**config.mk**
```make
export PLATFORM = sky130hd
export DESIGN_NAME = tiadc_cal
export DESIGN_NICKNAME = d
export VERILOG_FILES = /design/src/rtl/tiadc_cal_pkg.sv /design/src/rtl/tiadc_seq.sv /design/src/rtl/tiadc_corr.sv /design/src/rtl/tiadc_lane.sv /design/src/rtl/tiadc_cal.sv
export SDC_FILE = /design/constraint.sdc
export NUM_CORES = 2
export LEC_CHECK = 0
export CAP_MARGIN = 20
export CORE_ASPECT_RATIO = 0.5
export CORE_MARGIN = 8
export CORE_UTILIZATION = 45
export DETAILED_ROUTE_END_ITERATION = 12
export DONT_BUFFER_PORTS = 1
export PLACE_DENSITY = 0.65
export SLEW_MARGIN = 20
export SYNTH_ARGS = -nofsm -noshare
export SYNTH_HDL_FRONTEND = slang
export SYNTH_SLANG_ARGS = --single-unit
```
**constraint.sdc**
```tcl
create_clock -name clk_i -period 17.8 [get_ports clk_i]
set_input_delay 1.78 -clock clk_i [delete_from_list [all_inputs] [get_ports clk_i]]
set_output_delay 1.78 -clock clk_i [all_outputs]
set_load 0.01 [all_outputs]
```
**src/rtl/tiadc_cal_pkg.sv**
```systemverilog
`timescale 1ns/1ps
package tiadc_cal_pkg;
  localparam int GAIN_W    = 16;
  localparam int GAIN_FRAC = 14;
  localparam int OFF_FRAC  = 6;
  localparam int PWR_FRAC  = 4;
  localparam int PWR_SH    = 2*OFF_FRAC - PWR_FRAC;
  localparam logic [GAIN_W-1:0] GAIN_ONE = GAIN_W'(1) << GAIN_FRAC;
endpackage

```
**src/rtl/tiadc_seq.sv**
```systemverilog
`timescale 1ns/1ps
module tiadc_seq #(
  parameter int NUM_CH = 4,
  localparam int CW = $clog2(NUM_CH)
) (
  input  logic          clk_i,
  input  logic          rst_ni,
  input  logic          valid_i,
  input  logic [CW-1:0] ch_i,
  output logic          err_o
);
  logic [CW-1:0] exp_q;
  logic          err_q;

  always_ff @(posedge clk_i or negedge rst_ni) begin
    if (!rst_ni) begin
      exp_q <= '0;
      err_q <= 1'b0;
    end else if (valid_i) begin
      err_q <= err_q | (ch_i != exp_q);
      exp_q <= (ch_i == CW'(NUM_CH-1)) ? '0 : ch_i + CW'(1);
    end
  end

  assign err_o = err_q;
endmodule

```
**src/rtl/tiadc_corr.sv**
```systemverilog
`timescale 1ns/1ps
module tiadc_corr
  import tiadc_cal_pkg::*;
#(
  parameter int DATA_W   = 8,
  parameter int K_OFF    = 8,
  parameter int K_GAIN   = 12,
  parameter int P_REF    = 16384,
  parameter int STEP_THR = 4,
  localparam int OFF_W = DATA_W + OFF_FRAC
) (
  input  logic signed [DATA_W-1:0] x_i,
  input  logic        [GAIN_W-1:0] gain_i,
  input  logic signed [OFF_W-1:0]  off_i,
  output logic signed [DATA_W-1:0] y_o,
  output logic        [GAIN_W-1:0] gain_nx_o,
  output logic signed [OFF_W-1:0]  off_nx_o,
  output logic                     quiet_o
);
  localparam int D_W = OFF_W + 1;
  localparam int P_W = GAIN_W + 1 + D_W;
  localparam int S_W = 2 * P_W;
  localparam int RSH = GAIN_FRAC + OFF_FRAC;
  localparam logic signed [P_W-1:0] HALF = P_W'(1) << (RSH-1);
  localparam logic signed [P_W-1:0] YMAX = P_W'(2**(DATA_W-1) - 1);
  localparam logic signed [P_W-1:0] YMIN = -P_W'(2**(DATA_W-1));
  localparam logic signed [S_W-1:0] PREF = S_W'(P_REF);
  localparam logic signed [S_W-1:0] GMAX = S_W'(2**GAIN_W - 1);
  localparam logic signed [S_W-1:0] THR_G = S_W'(STEP_THR);
  localparam logic signed [D_W-1:0] THR_O = D_W'(STEP_THR);

  logic signed [OFF_W-1:0] xq;
  logic signed [D_W-1:0]   d, doff, osum;
  logic signed [P_W-1:0]   gs, prod, ry, t;
  logic signed [S_W-1:0]   sq, e, dg, gsum;

  always_comb begin
    xq   = $signed({x_i, {OFF_FRAC{1'b0}}});
    d    = D_W'(xq) - D_W'(off_i);
    gs   = P_W'($signed({1'b0, gain_i}));
    prod = P_W'(d) * gs;

    // corrected sample, round half up then saturate
    ry = (prod + HALF) >>> RSH;
    if (ry > YMAX)      y_o = YMAX[DATA_W-1:0];
    else if (ry < YMIN) y_o = YMIN[DATA_W-1:0];
    else                y_o = ry[DATA_W-1:0];

    // offset integrator
    doff     = d >>> K_OFF;
    osum     = D_W'(off_i) + doff;
    off_nx_o = osum[OFF_W-1:0];

    // power-error gain integrator
    t    = prod >>> GAIN_FRAC;
    sq   = (S_W'(t) * S_W'(t)) >>> PWR_SH;
    e    = PREF - sq;
    dg   = e >>> K_GAIN;
    gsum = dg + S_W'(gs);
    if (gsum < 0)         gain_nx_o = '0;
    else if (gsum > GMAX) gain_nx_o = '1;
    else                  gain_nx_o = gsum[GAIN_W-1:0];

    quiet_o = (dg < THR_G) && (dg > -THR_G) && (doff < THR_O) && (doff > -THR_O);
  end
endmodule

```
**src/rtl/tiadc_lane.sv**
```systemverilog
`timescale 1ns/1ps
module tiadc_lane
  import tiadc_cal_pkg::*;
#(
  parameter int OFF_W    = 14,
  parameter int SETTLE_N = 256,
  localparam int CNT_W = $clog2(SETTLE_N + 1)
) (
  input  logic                    clk_i,
  input  logic                    rst_ni,
  input  logic                    upd_i,
  input  logic                    quiet_i,
  input  logic [GAIN_W-1:0]       gain_nx_i,
  input  logic signed [OFF_W-1:0] off_nx_i,
  output logic [GAIN_W-1:0]       gain_o,
  output logic signed [OFF_W-1:0] off_o,
  output logic                    settled_o
);
  logic [CNT_W-1:0] cnt_q;

  always_ff @(posedge clk_i or negedge rst_ni) begin
    if (!rst_ni) begin
      gain_o <= GAIN_ONE;
      off_o  <= '0;
      cnt_q  <= '0;
    end else if (upd_i) begin
      gain_o <= gain_nx_i;
      off_o  <= off_nx_i;
      if (!quiet_i)                       cnt_q <= '0;
      else if (cnt_q != CNT_W'(SETTLE_N)) cnt_q <= cnt_q + CNT_W'(1);
    end
  end

  assign settled_o = (cnt_q == CNT_W'(SETTLE_N));
endmodule

```
**src/rtl/tiadc_cal.sv**
```systemverilog
`timescale 1ns/1ps
module tiadc_cal
  import tiadc_cal_pkg::*;
#(
  parameter int NUM_CH   = 4,
  parameter int DATA_W   = 8,
  parameter int K_OFF    = 8,
  parameter int K_GAIN   = 12,
  parameter int P_REF    = 16384,
  parameter int STEP_THR = 4,
  parameter int SETTLE_N = 256,
  localparam int CW    = $clog2(NUM_CH),
  localparam int OFF_W = DATA_W + OFF_FRAC
) (
  input  logic                     clk_i,
  input  logic                     rst_ni,
  input  logic                     cal_i,
  input  logic                     valid_i,
  input  logic [CW-1:0]            ch_i,
  input  logic [DATA_W-1:0]        x_i,
  output logic                     y_valid_o,
  output logic [CW-1:0]            y_ch_o,
  output logic [DATA_W-1:0]        y_o,
  output logic [NUM_CH*GAIN_W-1:0] gain_o,
  output logic [NUM_CH*OFF_W-1:0]  off_o,
  output logic [NUM_CH-1:0]        settled_o,
  output logic                     seq_err_o
);
  logic [GAIN_W-1:0]       gain_q [NUM_CH];
  logic signed [OFF_W-1:0] off_q  [NUM_CH];
  logic [GAIN_W-1:0]       gain_nx;
  logic signed [OFF_W-1:0] off_nx;
  logic signed [DATA_W-1:0] y_c;
  logic                    quiet;

  tiadc_corr #(
    .DATA_W(DATA_W), .K_OFF(K_OFF), .K_GAIN(K_GAIN),
    .P_REF(P_REF), .STEP_THR(STEP_THR)
  ) u_corr (
    .x_i      ($signed(x_i)),
    .gain_i   (gain_q[ch_i]),
    .off_i    (off_q[ch_i]),
    .y_o      (y_c),
    .gain_nx_o(gain_nx),
    .off_nx_o (off_nx),
    .quiet_o  (quiet)
  );

  for (genvar i = 0; i < NUM_CH; i++) begin : g_lane
    tiadc_lane #(.OFF_W(OFF_W), .SETTLE_N(SETTLE_N)) u_lane (
      .clk_i    (clk_i),
      .rst_ni   (rst_ni),
      .upd_i    (valid_i & cal_i & (ch_i == CW'(i))),
      .quiet_i  (quiet),
      .gain_nx_i(gain_nx),
      .off_nx_i (off_nx),
      .gain_o   (gain_q[i]),
      .off_o    (off_q[i]),
      .settled_o(settled_o[i])
    );
    assign gain_o[i*GAIN_W +: GAIN_W] = gain_q[i];
    assign off_o[i*OFF_W +: OFF_W]    = off_q[i];
  end

  tiadc_seq #(.NUM_CH(NUM_CH)) u_seq (
    .clk_i  (clk_i),
    .rst_ni (rst_ni),
    .valid_i(valid_i),
    .ch_i   (ch_i),
    .err_o  (seq_err_o)
  );

  always_ff @(posedge clk_i or negedge rst_ni) begin
    if (!rst_ni) begin
      y_valid_o <= 1'b0;
      y_ch_o    <= '0;
      y_o       <= '0;
    end else begin
      y_valid_o <= valid_i;
      if (valid_i) begin
        y_ch_o <= ch_i;
        y_o    <= y_c;
      end
    end
  end
endmodule

```
Word-level counts from Yosys, hierarchy flattened
Index checks and enable logic that the tools add are counted.
{"block": "totals", "ff_bits": 170, "output_inout_bits": 136, "word_cells": 88, "input_bits": 14}
{"block": "op_classes", "reduce_logical": 8, "n_lt_le_gt_ge": 9, "n_eq_ne": 16, "add_sub_neg": 10, "mul": 2, "mux": 19, "n_bitwise": 7}
{"cell": "$mux W9", "count": 8}
{"cell": "$gt A64 B17 Y1 const B", "count": 1}
{"cell": "$lt A64 B1 Y1 const B", "count": 1}
{"cell": "$mux W16", "count": 4}
{"cell": "$add A9 B1 Y9 const B", "count": 4}
{"cell": "$eq A9 B9 Y1 const B", "count": 4}
{"cell": "$mul A18 B18 Y36", "count": 1}
{"cell": "$ne A9 B9 Y1 const B", "count": 4}
{"cell": "$add A32 B21 Y32 const B", "count": 1}
{"cell": "$bmux W16 S2", "count": 1}
{"cell": "$mul A15 B17 Y32", "count": 1}
{"cell": "$sub A16 B28 Y29 const A", "count": 1}
{"cell": "$bmux W14 S2", "count": 1}
{"cell": "$mux W14", "count": 2}
{"cell": "$add A17 B17 Y18", "count": 1}
{"cell": "$gt A17 B3 Y1 const B", "count": 1}
{"cell": "$lt A17 B4 Y1 const B", "count": 1}
{"cell": "$mux W8", "count": 2}
{"cell": "$sub A14 B14 Y15", "count": 1}
{"cell": "$add A14 B7 Y14", "count": 1}
{"cell": "$gt A12 B8 Y1 const B", "count": 1}
{"cell": "$lt A12 B8 Y1 const B", "count": 1}
{"cell": "$reduce_and A2 Y1", "count": 4}
{"cell": "$gt A7 B3 Y1 const B", "count": 1}
{"cell": "14 further kinds", "count": 23}

Logic depth before layout (Yosys ltp)
{"block": "depth", "depth_word": 14, "mapped_depth": 84, "mapped_depth_nobuf": 75}

By module
Synthesis repeated with hierarchy kept, for this count alone.
{"block": "unflattened", "cells_unflattened": 3060, "area_unflattened_um2": 29268.1}
{"module": "tiadc_corr", "cells_per_inst": 2497, "seq_area_each_um2": 0.0, "area_per_inst_um2": 21287.9, "instances": 1}
{"module": "tiadc_lane", "cells_per_inst": 122, "seq_area_each_um2": 977.2, "area_per_inst_um2": 1659.1, "instances": 4}
{"module": "tiadc_cal", "cells_per_inst": 64, "seq_area_each_um2": 275.3, "area_per_inst_um2": 1201.2, "instances": 1}
{"module": "tiadc_seq", "cells_per_inst": 11, "seq_area_each_um2": 75.1, "area_per_inst_um2": 142.6, "instances": 1}

Worst setup path after synthesis
OpenSTA, ideal clock, no wires.
{"block": "synth_timing", "path_kind": "input port to flip-flop", "from": "input ch_i[0]", "to": "register g_lane[0].u_lane.gain_o[4]", "path_slack_ps": -3871, "setup_time_ps": 135, "required_time_ps": 17665, "arrival_time_ps": 21536, "path_stages": 77, "cell_sequence": "buf_6 buf_1 clkbuf_1 clkbuf_1 mux4_2 inv_1 ha_1 a21o_1 a41o_1 a21o_1 a211oi_1 o21bai_1 xor2_1 clkbuf_1 and2_1 fa_1 fa_1 fa_1 [... 41 more ...] o31ai_1 buf_2 nand2_1 ha_1 a21oi_1 o21ai_0 a21oi_1 o21ai_0 a21oi_1 o21ai_0 a21o_1 a21o_1 a21o_1 a211oi_1 o211a_1 clkbuf_1 clkbuf_1 o31ai_1"}
{"block": "synth_via", "elab_chain_len": 12}
{"element": "start, declared", "line_no": "tiadc_cal.sv:19", "rtl": "input logic [CW-1:0] ch_i,"}
{"element": "$not A2 Y3 (not written as such)", "line_no": "tiadc_cal.sv:41, tiadc_cal.sv:42"}
{"element": "$bmux W14 S2", "line_no": "tiadc_cal.sv:42", "rtl": ".off_i (off_q[ch_i]),"}
{"element": "$mux W14 (not written as such) (2 in a row)", "line_no": "tiadc_cal.sv:42"}
{"element": "$sub A14 B14 Y15", "line_no": "tiadc_corr.sv:39", "rtl": "d = D_W'(xq) - D_W'(off_i);"}
{"element": "$mul A15 B17 Y32", "line_no": "tiadc_corr.sv:41", "rtl": "prod = P_W'(d) * gs;"}
{"element": "$mul A18 B18 Y36", "line_no": "tiadc_corr.sv:56", "rtl": "sq = (S_W'(t) * S_W'(t)) >>> PWR_SH;"}
{"element": "$sub A16 B28 Y29", "line_no": "tiadc_corr.sv:57", "rtl": "e = PREF - sq;"}
{"element": "$add A17 B17 Y18", "line_no": "tiadc_corr.sv:59", "rtl": "gsum = dg + S_W'(gs);"}
{"element": "$gt A64 B17 Y1", "line_no": "tiadc_corr.sv:61", "rtl": "else if (gsum > GMAX) gain_nx_o = '1;"}
{"element": "$mux W16", "line_no": "tiadc_corr.sv:61"}
{"element": "$mux W16", "line_no": "tiadc_corr.sv:60", "rtl": "if (gsum < 0) gain_nx_o = '0;"}
{"element": "end signal, assigned", "line_no": "tiadc_lane.sv:27", "rtl": "gain_o <= gain_nx_i;"}
{"element": "end, declared", "line_no": "tiadc_lane.sv:15", "rtl": "output logic [GAIN_W-1:0] gain_o,"}
Parallel ways exist; a longest one is shown, timed or not. The select of a mux whose other input is x is not followed.
A chain may end at the register's enable or synchronous reset.

Worst setup path in the final report
{"block": "layout_timing", "from": "input ch_i[0]", "to": "register g_lane[1].u_lane.gain_o[4]"}
{"block": "layout_via", "elab_chain_len": 12}
{"element": "$not A2 Y3 (not written as such)", "line_no": "tiadc_cal.sv:41, tiadc_cal.sv:42"}
{"element": "$bmux W14 S2", "line_no": "tiadc_cal.sv:42"}
{"element": "$mux W14 (not written as such) (2 in a row)", "line_no": "tiadc_cal.sv:42"}
{"element": "$sub A14 B14 Y15", "line_no": "tiadc_corr.sv:39"}
{"element": "$mul A15 B17 Y32", "line_no": "tiadc_corr.sv:41"}
{"element": "$mul A18 B18 Y36", "line_no": "tiadc_corr.sv:56"}
{"element": "$sub A16 B28 Y29", "line_no": "tiadc_corr.sv:57"}
{"element": "$add A17 B17 Y18", "line_no": "tiadc_corr.sv:59"}
{"element": "$gt A64 B17 Y1", "line_no": "tiadc_corr.sv:61"}
{"element": "$mux W16", "line_no": "tiadc_corr.sv:61"}
{"element": "$mux W16", "line_no": "tiadc_corr.sv:60"}
{"element": "end signal, assigned", "line_no": "tiadc_lane.sv:27"}
{"element": "end, declared", "line_no": "tiadc_lane.sv:15"}
Parallel ways exist; a longest one is shown, timed or not. The select of a mux whose other input is x is not followed.

==> key figures <==
Status
  – Status: finished, violations left
  – Failing checks: negative setup slack

Timing
  – Fin crit share: 103%
  – FMAX: approximately 55 MHz
  – Hold Fails Final Rpt: 0
  – Setup tns final: -24.95 ns
  – Clock Skew: ~0.018 ns
  – Max Slew Vio Count: 0
  – RSZ-0062 raised after global routing: true
  – Final worst slack: -0.461 ns
  – Final min period: roughly 18 ns
  – Worst Tran Pin Value: between 1 and 1.5 ns
  – Worst slew margin: between 20 and 25%
  – Final setup fails: between 60 and 70

Clock network
  – CTS max path bufs: 2
  – Clk_lat worst skew: around 0.47 ns
  – Clock transition at path regs: around 0.080 ns
  – Cts hold-fix bufs: 0
  – CTS tree: done
  – Clock sink count: 170
  – CTS buffer count: 17
  – H-Tree Level Count: 4
  – Root Buffer Master: clkbuf_16

Worst setup path
  – Crit path launch type: input port
  – Crit path max-delay family: adder cells
  – Worst-path fanout max: 39
  – WP buf/inv: 27
  – Critical Path AT: between 15 and 20 ns
  – CP peak stage delay: roughly 0.64 ns
  – Slowest CP cell: fa_1
  – Crit path to: g_lane[1].u_lane.gain_o[4]
  – Crit path kind: in2reg
  – FF-to-FF End: g_lane[1].u_lane.gain_o[4]
  – Critical Path Source: ch_i[0]
  – CP Capture Type: flip-flop
  – R2R setup slack: around 0.40 ns
  – Crit path depth: 76
  – Worst path required time: roughly 18 ns
  – Worst R2R Start: g_lane[0].u_lane.off_o[1]
  – Most used cell, CP: buf_4
  – Reg2Reg Depth: 80

Job
  – MaxCap Viol Count: 0

Placed design
  – Number of port buffers: 0
  – RD Place Congestion: about 0.9
  – Worst slack, placed: -1.39 ns
  – HPWL Detailed: around 70 mm

Global route
  – First-pass GRT wire length: 137 mm
  – Largest net degree at the start of global routing: roughly 170
  – Remaining Overflow, GRT: 0
  – Initial antenna violation count: 1
  – Vias in the first global route: roughly 25000
  – Tot GR Track Use: between 20% and 30%

Route
  – Post-DRT Antenna Nets: 0
  – Vias: roughly 24000
  – Vias per std cell: approximately 5.3
  – WL final: 86.7 mm
  – DRC: 0
  – Routed len/inst: about 19 um
  – DRT Pass-1 Iters: 5
  – Starting DRT DRC Count: ~1800

Floorplanning
  – DIE WIDTH: 377 um
  – Row count: 66
  – Die Y: approximately 200 um
  – Die ar.: around 0.074 sq mm
  – Initial core utilization: 45.3%
  – Core ar.: 0.0647 sq mm
  – I/O Pins: 150

Finish
  – Layout cell share with drive strength beyond 1: between 20% and 30%
  – Fin util: a little under three fifths
  – Area Growth Syn to Fin: 25.0%
  – Layout fillers: between 5000 and 6000
  – Nets@finish: approximately 4500

Yosys
  – Largest cells by area after synthesis: fa_1 32%, dfrtp_1 14%, ha_1 11%
  – Count of cell types in the netlist: 90
  – Synthesized cell area: 0.0294 sq mm
  – Post-synthesis sequential area ratio: 14.5%
  – FFs w/ async S/R, synth: 100%
  – Syn avg cell area: around 9 sq um
  – Yosys warnings: 0
  – Post-Syn Nets: 4000
  – Cell count after synthesis: 3248
  – Synth area leader: fa_1
  – Post-synth top flop: dfrtp_1
  – Post-synth EDFFs: 0
  – Flops & latches, synth: 170
  – Synth top area share: between 30% and 40%

Worst hold path
  – Min-delay worst type: reg2reg
-- cells in the final DEF, fill, tap and decap left out, types with 23 or more instances in the layout --
master | Yosys | routed
inv_2 | 2 | 26
nor2_1 | 142 | 124
buf_6 | 2 | 23
a21oi_1 | 77 | 58
ha_4 | 0 | 23
o21ai_0 | 108 | 93
and2_1 | 82 | 77
nand2_1 | 472 | 448
ha_1 | 263 | 237
nor3_1 | 34 | 29
xor2_1 | 50 | 41
mux4_2 | 29 | 29
buf_4 | 6 | 519
xnor2_1 | 75 | 63
dfrtp_1 | 166 | 166
o31ai_1 | 48 | 32
fa_1 | 475 | 464
inv_1 | 683 | 653
a21o_1 | 38 | 38
-- worst min-delay path: stages (launching register included) --
cell,delay (ns)
dfstp_2,0.39
nand2_1,0.07
o21ai_2,0.05
-- how the worst min path moves through the flow --
stage	start	endpoint	slack, ns	cells after the start
after floorplan	g_lane[2].u_lane.gain_o[14]	g_lane[2].u_lane.gain_o[14]	0.47	2
after global placement	g_lane[0].u_lane.gain_o[14]	g_lane[0].u_lane.gain_o[14]	0.49	2
after detailed placement	g_lane[1].u_lane.gain_o[14]	g_lane[1].u_lane.gain_o[14]	0.49	2
after CTS	g_lane[1].u_lane.gain_o[14]	g_lane[1].u_lane.gain_o[14]	0.50	2
after global routing	g_lane[3].u_lane.gain_o[14]	g_lane[3].u_lane.gain_o[14]	0.52	2
final	g_lane[1].u_lane.gain_o[14]	g_lane[1].u_lane.gain_o[14]	0.51	2
-- per-layer routing --
| metal | global-route usage, % | share of wire [%] |
|---|---|---|
| met5 | 0.650 | 0.073 |
| met4 | 9.03 | 3.9 |
| met3 | 4.41 | 7.2 |
| met2 | 37.6 | 47 |
| met1 | 30.6 | 42 |
-- sequential cells by signal (all words and copies together), names as in the netlist --
name and count:
g_lane.u_lane.gain_o 64, u_seq.exp_q 2, g_lane.u_lane.cnt_q 36, u_seq.err_o 1, y_valid_o 1, g_lane.u_lane.off_o 56, y_o 8, y_ch_o 2
-- Yosys cell counts, types with 50 or more instances --
cell / n
o21ai_0: 108
a21oi_1: 77
ha_1: 263
inv_1: 683
dfrtp_1: 166
and2_1: 82
clkbuf_1: 105
xnor2_1: 75
fa_1: 475
nand2_1: 472
xor2_1: 50
nor2_1: 142
-- cell type report --
type / count / area (sq um) / share of cell area [%]
diodes: 1 / 2.50 / 0.00682
flip-flops and latches: 170 / 4260 / 11.6
multi-input cells: 2259 / 23500 / 63.9
well taps: 884 / 1110 / 3.01
repair buffers: 568 / 4650 / 12.7
clock inverters: 15 / 194 / 0.528
inverters: 689 / 2610 / 7.10
clock buffers: 17 / 425 / 1.16
-- per-stage QoR --
step	hold slack, ns	cell area, sq um	instances
finish	0.509	36700	4603
global route	0.523	36700	4603
CTS	0.503	35600	4568
detailed placement	0.493	34000	4480
global placement	0.491	34000	4480
floorplan	0.475	30000	3248
-- kinds of logic after synthesis --
logic type / count (synthesis) / share of synthesized area, %
compound gates: 443 / 10.5
xor+xnor: 125 / 3.73
fa+ha+maj: 738 / 43.6
buf+inv: 820 / 10.6
flops: 170 / 14.5
mux: 43 / 2.74
simple gates: 909 / 14.3
-- what timing repair did --
action	CTS	global route
gates cloned	3	0
setup buffers	55	36
setup endpoints to repair	64	100
pin swaps	92	165
resized for setup	103	190
Power is not shown: default switching activity piles up to over one toggle a cycle in this logic, so the estimate is an artifact.
